==> config.mk <==
export PLATFORM = sky130hd
export DESIGN_NAME = uwire_wr_seq
export DESIGN_NICKNAME = d
export VERILOG_FILES = /design/src/rtl/uwire_wr_seq.sv
export SDC_FILE = /design/constraint.sdc
export NUM_CORES = 1
export LEC_CHECK = 0
export ABC_CLOCK_PERIOD_IN_PS = 5590
export CORE_ASPECT_RATIO = 1.25
export CORE_UTILIZATION = 40
export CTS_CLUSTER_DIAMETER = 200
export DETAILED_ROUTE_END_ITERATION = 7
export PLACE_DENSITY = 0.69
export RECOVER_POWER = 100
export SYNTH_ARGS = -nofsm -noshare
export SYNTH_HDL_FRONTEND = slang
export SYNTH_SLANG_ARGS = --single-unit
==> constraint.sdc <==
create_clock -name clk -period 5.59 [get_ports clk]
set_clock_uncertainty 0.2 [all_clocks]
set_input_delay 1.677 -clock clk [delete_from_list [all_inputs] [get_ports clk]]
set_output_delay 1.677 -clock clk [all_outputs]
set_load 0.01 [all_outputs]
==> src/rtl/uwire_wr_seq.sv <==
module uwire_wr_seq #(
  parameter int ADDR_W8     = 7,
  parameter int ADDR_W16    = 6,
  parameter int HALF_DIV    = 4,
  parameter int CSL_CYC     = 63,
  parameter int SETTLE      = 3,
  parameter int POLL_MAX    = 2000000,
  parameter bit TRIG_ON_CLK = 1'b0
) (
  input  logic               clk,
  input  logic               rst_n,
  input  logic               start,
  input  logic [ADDR_W8-1:0] addr,
  input  logic [15:0]        wdata,
  input  logic               org16,
  output logic               busy,
  output logic               done,
  output logic               tmo_err,
  output logic               ee_cs,
  output logic               ee_sk,
  output logic               ee_di,
  input  logic               ee_do
);

  localparam int L8   = 3 + ADDR_W8 + 8;
  localparam int L16  = 3 + ADDR_W16 + 16;
  localparam int FW   = (L8 > L16) ? L8 : L16;
  localparam int CW   = $clog2(FW + 1);
  localparam int DW   = $clog2(HALF_DIV + 1);
  localparam int WMAX = (CSL_CYC > POLL_MAX) ? CSL_CYC : POLL_MAX;
  localparam int WW   = $clog2(WMAX + 1);

  typedef enum logic [2:0] {S_IDLE, S_SHIFT, S_HOLD, S_CSL, S_POLL, S_CLR} st_t;

  st_t           st;
  logic [FW-1:0] sr;
  logic [CW-1:0] bits;
  logic [DW-1:0] div;
  logic [WW-1:0] wcnt;
  logic [1:0]    ph;
  logic          ds1, ds2;
  logic [FW-1:0] fr8, fr16;
  logic          tick;

  assign fr16 = FW'({3'b101, addr[ADDR_W16-1:0], wdata}) << (FW - L16);
  assign fr8  = FW'({3'b101, addr[ADDR_W8-1:0], wdata[7:0]}) << (FW - L8);
  assign tick = (div == DW'(HALF_DIV - 1));
  assign busy = (st != S_IDLE);

  always_ff @(posedge clk or negedge rst_n) begin
    if (!rst_n) begin
      ds1 <= 1'b0;
      ds2 <= 1'b0;
    end else begin
      ds1 <= ee_do;
      ds2 <= ds1;
    end
  end

  always_ff @(posedge clk or negedge rst_n) begin
    if (!rst_n) begin
      st      <= S_IDLE;
      sr      <= '0;
      bits    <= '0;
      div     <= '0;
      wcnt    <= '0;
      ph      <= '0;
      ee_cs   <= 1'b0;
      ee_sk   <= 1'b0;
      ee_di   <= 1'b0;
      done    <= 1'b0;
      tmo_err <= 1'b0;
    end else begin
      done <= 1'b0;
      div  <= (tick || st == S_IDLE) ? '0 : div + 1'b1;
      case (st)
        S_IDLE: begin
          ee_cs <= 1'b0;
          ee_sk <= 1'b0;
          ee_di <= 1'b0;
          if (start) begin
            tmo_err <= 1'b0;
            sr      <= org16 ? (fr16 << 1) : (fr8 << 1);
            bits    <= org16 ? CW'(L16) : CW'(L8);
            ee_di   <= 1'b1;
            ee_cs   <= 1'b1;
            st      <= S_SHIFT;
          end
        end
        S_SHIFT: if (tick) begin
          if (!ee_sk) begin
            ee_sk <= 1'b1;
          end else begin
            ee_sk <= 1'b0;
            if (bits == CW'(1)) begin
              ee_di <= 1'b0;
              if (TRIG_ON_CLK) begin
                ee_cs <= 1'b0;
                wcnt  <= '0;
                st    <= S_CSL;
              end else begin
                st <= S_HOLD;
              end
            end else begin
              ee_di <= sr[FW-1];
              sr    <= sr << 1;
              bits  <= bits - 1'b1;
            end
          end
        end
        S_HOLD: if (tick) begin
          ee_cs <= 1'b0;
          wcnt  <= '0;
          st    <= S_CSL;
        end
        S_CSL: begin
          wcnt <= wcnt + 1'b1;
          if (wcnt == WW'(CSL_CYC - 1)) begin
            ee_cs <= 1'b1;
            wcnt  <= '0;
            st    <= S_POLL;
          end
        end
        S_POLL: begin
          wcnt <= wcnt + 1'b1;
          if (wcnt >= WW'(SETTLE) && ds2) begin
            ee_di <= 1'b1;
            ph    <= '0;
            st    <= S_CLR;
          end else if (wcnt == WW'(POLL_MAX - 1)) begin
            tmo_err <= 1'b1;
            ee_cs   <= 1'b0;
            st      <= S_IDLE;
          end
        end
        S_CLR: if (tick) begin
          ph <= ph + 1'b1;
          case (ph)
            2'd0:    ee_sk <= 1'b1;
            2'd1:    ee_sk <= 1'b0;
            default: begin
              ee_cs <= 1'b0;
              ee_di <= 1'b0;
              done  <= 1'b1;
              st    <= S_IDLE;
            end
          endcase
        end
        default: st <= S_IDLE;
      endcase
    end
  end

endmodule

==> impl_metrics.py, run 1 <==
metrics = {
    "die": {
        "initial_core_util": 0.4188,
        "die_x_um": 87.83,
        "die_area_um2": 9599,
        "row_count": 38,
        "die_h_um": 109.3,
        "num_io_pins": 34,
        "core_area_um2": 8796,
    },
    "clocking": {
        "cts_tree": "yes",
        "root_buffer": "clkbuf_8",
        "cts_sinks": 65,
        "ctsHoldBuffers": 0,
        "cts_resized": 0,
        "path_clk_slew_ps": 70,
        "htree_levels": 3,
        "numCtsBuffers": 9,
        "cts_buffer_depth": 2,
        "clk_latency_ps": 350,
        "cts_setup_buffers": 0,
    },
    "synthesis": {
        "synthesis.area_um2": 3684,
        "synth_top_area_cell": "dfrtp_1",
        "synthCells": 419,
        "syn_nets": 455,
        "synth_edf_count": 0,
        "seq_area_frac_synth": 0.4416,
        "ys_ff_latch": 65,
        "syn_area_per_cell_um2": 8.791,
        "synth_top_cell_area_share": 0.4416,
        "yosysWarnings": 0,
        "ys_top_cells_by_count": "dfrtp_1 (65), nor2_1 (43), nand2_1 (42)",
        "synth.most_common_cell": "dfrtp_1",
        "synth_cell_types": 48,
        "yosys-top-cells-area": "dfrtp_1 (44%), o21ai_0 (5.6%), a21oi_1 (4.6%)",
        "synthFlopType": "dfrtp_1",
        "async_reset_ff_frac": 1.000,
    },
    "critical_path": {
        "crit_arrival_ps": 2060,
        "worstPathRequired_ps": 3710,
        "reg2regPathDepth": 6,
        "critPathKind": "reg2out",
        "cp-end-kind": "output port",
        "worst_setup_path_start_kind": "register",
        "crit_fanout": 19,
    },
    "global_routing": {
        "grt_max_degree": 58,
        "antenna_found_initial": 0,
        "grt_pass1_vias": 2876,
        "grtUsageTotal": 0.1774,
        "grt_pass1_wl_um": 13090,
        "overflow": 0,
    },
    "placement": {
        "dp_cells": 549,
        "hpwl_um": 5433,
        "gp_congestion": 0.7945,
        "place_ws_ps": 1639,
        "port_buffers": 33,
    },
    "sta": {
        "hold_violations": 0,
        "max_slew_margin": -0.3066,
        "period_minus_slack_ps": 3934,
        "max_freq_ghz": 0.2542,
        "post-route-period-util": 0.7038,
        "rsz0062_at_grt": "no",
        "slew_violations": 48,
        "setup_tns_ps": 0,
        "worstMarginPinSlew_ps": 1945,
        "setup_viol": 0,
        "postLayoutSetupSlackWorst_ps": 1656,
    },
    "flow_run": {
        "max_cap_violations": 2,
    },
    "outcome": {
        "status": "finished with violations",
        "failed_checks": "capacitance limit, slew limit",
    },
    "routing": {
        "ant_nets": 0,
        "first_iter_violations": 158,
        "first_pass_iters": 7,
        "via_per_inst": 5.307,
        "vias": 2993,
        "wl_per_cell_um": 13.88,
        "routed_wl_um": 7829,
        "route.detailed.drc": 0,
    },
    "power_and_ir_drop": {
        "powerDensity_nw_per_um2": 442.2,
        "p_leak_uw": 0.001835,
        "ir_drop_mv": 0.1637,
    },
    "final_layout": {
        "fin_cells": 564,
        "area_growth_pct": 14.95,
        "fin_nets": 476,
        "antennaDiodeCount": 0,
        "drive_gt1_frac": 0.06081,
    },
    "hold_path": {
        "hold_class": "reg2reg",
        "min_path_cells": 0,
    },
}
-- critical path, cell delays in order, from the launching register on --
cell	delay, ps
dfrtp_1	610
nor3_1	400
inv_1	90
dlygate4sd3_1	610
-- cells by family after synthesis --
family                     after synthesis  synth area share
and+or+nand+nor                        174            0.2446
AOI/OAI and AO/OA                       92            0.1416
DFF                                     65            0.4416
buffers and inverters                   44           0.05095
muxes                                   21           0.05842
xor gates and xnor gates                15           0.03566
adders and majority gates                8           0.02717
-- cells in the final DEF (no fill, tap or decap), drive strengths merged, types with 2 or more instances in the layout --
cell type / instances
a211oi: 2
a21oi: 34
a2bb2oi: 2
a31oi: 2
and3: 12
and4: 4
buf: 3
clkbuf: 10
clkdlybuf4s50: 24
clkinv: 3
clkinvlp: 2
dfrtp: 65
dlygate4sd3: 8
ha: 8
inv: 18
mux2: 4
mux2i: 17
nand2: 42
nand2b: 4
nand3: 18
nand4: 9
nand4b: 2
nor2: 43
nor2b: 2
nor3: 17
nor3b: 5
nor4: 10
o211ai: 4
o21ai: 41
xnor2: 11
xor2: 4
-- cell type report --
| class | instances | area [um^2] |
|---|---|---|
| Inverter | 18 | 67.56 |
| Multi-Input combinational cell | 310 | 1859 |
| Sequential cell | 65 | 1627 |
| Tap cell | 120 | 150.1 |
| Fill cell | 833 | 4562 |
| Timing Repair Buffer | 36 | 346.6 |
| Clock buffer | 9 | 123.9 |
| Clock inverter | 6 | 60.06 |
-- registers in the layout, summed over array words and instances, names as in the netlist --
name,cells
ee_di,1
ee_cs,1
bits,5
div,3
done,1
ph,2
st,3
sr,24
ds2,1
wcnt,21
ee_sk,1
tmo_err,1
ds1,1
-- report_power, final --
group          leakage, uW  switching, uW  internal (uW)  total, uW
Sequential        0.000846            130            608        738
Clock            0.0000909            183            201        384
Combinational     0.000898            451            299        750
Total              0.00183            765           1110       1870
-- layer usage --
layer  global-route usage  vias to the layer above  part of all wire
met1               0.2160                     1409              0.45
met4              0.09016                        0             0.024
met2               0.2924                       49              0.50
li1                     -                     1518                 -
met3              0.04054                       17             0.029
met5                    0                        -                 0
-- through the flow --
stage / total power, uW / hold WS [ps] / utilization / area (um^2)
detailed placement: 1526 / 144.9 / 0.4646 / 4086
CTS: 1914 / 161.7 / 0.4855 / 4270
floorplan: 1318 / 131.2 / - / 3684
global route: 2034 / 173.3 / 0.4814 / 4234
global placement: 1494 / 132.6 / 0.4646 / 4086
finish: 1873 / 160.8 / 0.4814 / 4234
-- worst paths after layout --
kind | startpoint | end | slack [ps]
worst max-delay path | st[2] | busy | 1660
max in group asynchronous | rst_n | sr[2] | 2410
worst min register to register | ds1 | ds2 | 160
min in group asynchronous | rst_n | sr[14] | 1530
worst max register to register | div[0] | wcnt[6] | 2080
worst min-delay path | ds1 | ds2 | 160
Note: power is estimated with default switching activity, not from simulation.
==> run 2: changes to the inputs <==
- ABC_CLOCK_PERIOD_IN_PS: 5590 -> 3500
- PLACE_DENSITY: 0.69 -> 0.71
- clock period: 5.59 -> 3.5 ns (I/O delays scaled with it)
==> impl_metrics.py, run 2 (synthesis gave the netlist of run 1 again) <==
metrics = {
    "clocking": {
        "cts_resized": 0,
        "clk_latency_ps": 350,
        "cts_setup_buffers": 0,
        "ctsHoldBuffers": 0,
        "path_clk_slew_ps": 70,
        "root_buffer": "clkbuf_8",
        "cts_tree": "yes",
        "numCtsBuffers": 9,
        "cts_sinks": 65,
        "cts_buffer_depth": 2,
        "htree_levels": 3,
    },
    "outcome": {
        "failed_checks": "capacitance limit, slew limit",
        "status": "finished with violations",
    },
    "critical_path": {
        "r2r-end": "wcnt[2]",
        "crit_arrival_ps": 1740,
        "crit_fanout": 3,
        "max_stage_delay_ps": 610,
        "worstPathRequired_ps": 2250,
        "reg2regPathDepth": 5,
        "path_cells": "nor3_1 > inv_1 > dlygate4sd3_1",
        "ff2ff_setup_slack_ps": 760,
        "r2r-start": "wcnt[12]",
        "critPathKind": "reg2out",
        "cp_slowest_cell": "dlygate4sd3_1",
        "cp-end-kind": "output port",
        "worst_setup_path_start_kind": "register",
    },
    "final_layout": {
        "antennaDiodeCount": 0,
        "final_cell_mix": "dfrtp_1 (65), nor2_1 (43), nand2_1 (42)",
        "top_register": "sr",
        "area_growth_pct": 16.78,
        "fin_cells": 570,
        "mostFrequentLayoutCell": "dfrtp_1",
        "largest_register_ffs": 24,
        "reg_top3": "sr x24, wcnt x21, bits x5",
        "fin_util": 0.4890,
        "fin_nets": 481,
        "drive_gt1_frac": 0.06889,
    },
    "global_routing": {
        "antenna_found_initial": 0,
        "grt_pass1_wl_um": 13490,
        "overflow": 0,
        "grtUsageTotal": 0.1814,
        "grt_pass1_vias": 2929,
        "grt_max_degree": 58,
    },
    "placement": {
        "dp_cells": 554,
        "hpwl_um": 5483,
        "port_buffers": 33,
        "gp_congestion": 0.7964,
    },
    "sta": {
        "fin_hold_ws_ps": 152.8,
        "hold_violations": 0,
        "setup_tns_ps": 0,
        "post-route-period-util": 0.8549,
        "max_freq_ghz": 0.3342,
        "slew_violations": 25,
        "period_minus_slack_ps": 2992,
        "setup_viol": 0,
        "max_slew_margin": -0.007519,
        "worstMarginPinSlew_ps": 1511,
        "rsz0062_at_grt": "no",
    },
    "power_and_ir_drop": {
        "ir_drop_mv": 0.2848,
        "p_leak_uw": 0.001876,
        "powerDensity_nw_per_um2": 708.8,
    },
    "routing": {
        "wl_per_cell_um": 13.83,
        "route.detailed.drc": 0,
        "via_per_inst": 5.328,
        "vias": 3037,
        "first_iter_violations": 171,
        "first_pass_iters": 5,
        "ant_nets": 0,
        "routed_wl_um": 7882,
    },
    "hold_path": {
        "hold_class": "reg2reg",
        "hp-start": "ds1",
        "min_path_cells": 0,
        "holdPathEnd": "ds2",
    },
    "die": {
        "die_h_um": 109.3,
        "die_x_um": 87.83,
        "initial_core_util": 0.4188,
        "core_area_um2": 8796,
        "die_area_um2": 9599,
        "num_io_pins": 34,
        "row_count": 38,
    },
    "flow_run": {
        "max_cap_violations": 1,
    },
}
## run 2: power breakdown
part / switching, uW / total [uW] / leakage, uW / internal [uW]
clock network: 284 / 631 / 0.0000974 / 347
registers: 145 / 1120 / 0.000846 / 972
logic: 785 / 1300 / 0.000933 / 516
## run 2: metal layers
metal / global-route usage / up-vias / share of wire
met1: 0.2238 / 1444 / 0.45
met2: 0.3001 / 43 / 0.50
li1: - / 1532 / -
met3: 0.04204 / 18 / 0.029
met5: 0 / - / 0
met4: 0.08197 / 0 / 0.023
## run 2: worst max-delay path by stage
stage / startpoint / to / slack (ps) / cells past startpoint
after global placement: start / bits[0] / 620 / 8
after global routing: wcnt[12] / wcnt[9] / 350 / 5
after detailed placement: start / bits[0] / 600 / 8
after floorplan: org16 / sr[13] / 1100 / 6
after CTS: st[2] / busy / 580 / 3
final: st[2] / busy / 510 / 3
## run 2: worst max-delay path: cells and delay by family (launching register included)
family                 cells  cell delay, ps
DFF                        1             390
and+or+nand+nor            1             320
buffers and inverters      2             690
## run 2: layout make-up
class	count	area, um^2
multi-input cells	310	1863
repair buffers	41	405.4
clock inverters	3	40.04
clock buffers	13	148.9
flip-flops and latches	65	1627
well taps	120	150.1
inverters	18	67.56
fillers	847	4494
## run 2: through the flow
stage	area (um^2)	worst slack [ps]	power, uW
3_3_place_gp	4149	618.7	2429
6_report	4302	507.7	3049
2_1_floorplan	3684	1103	2105
5_1_grt	4302	349.6	3320
4_1_cts	4338	583.0	3115
3_5_place_dp	4149	598.4	2478
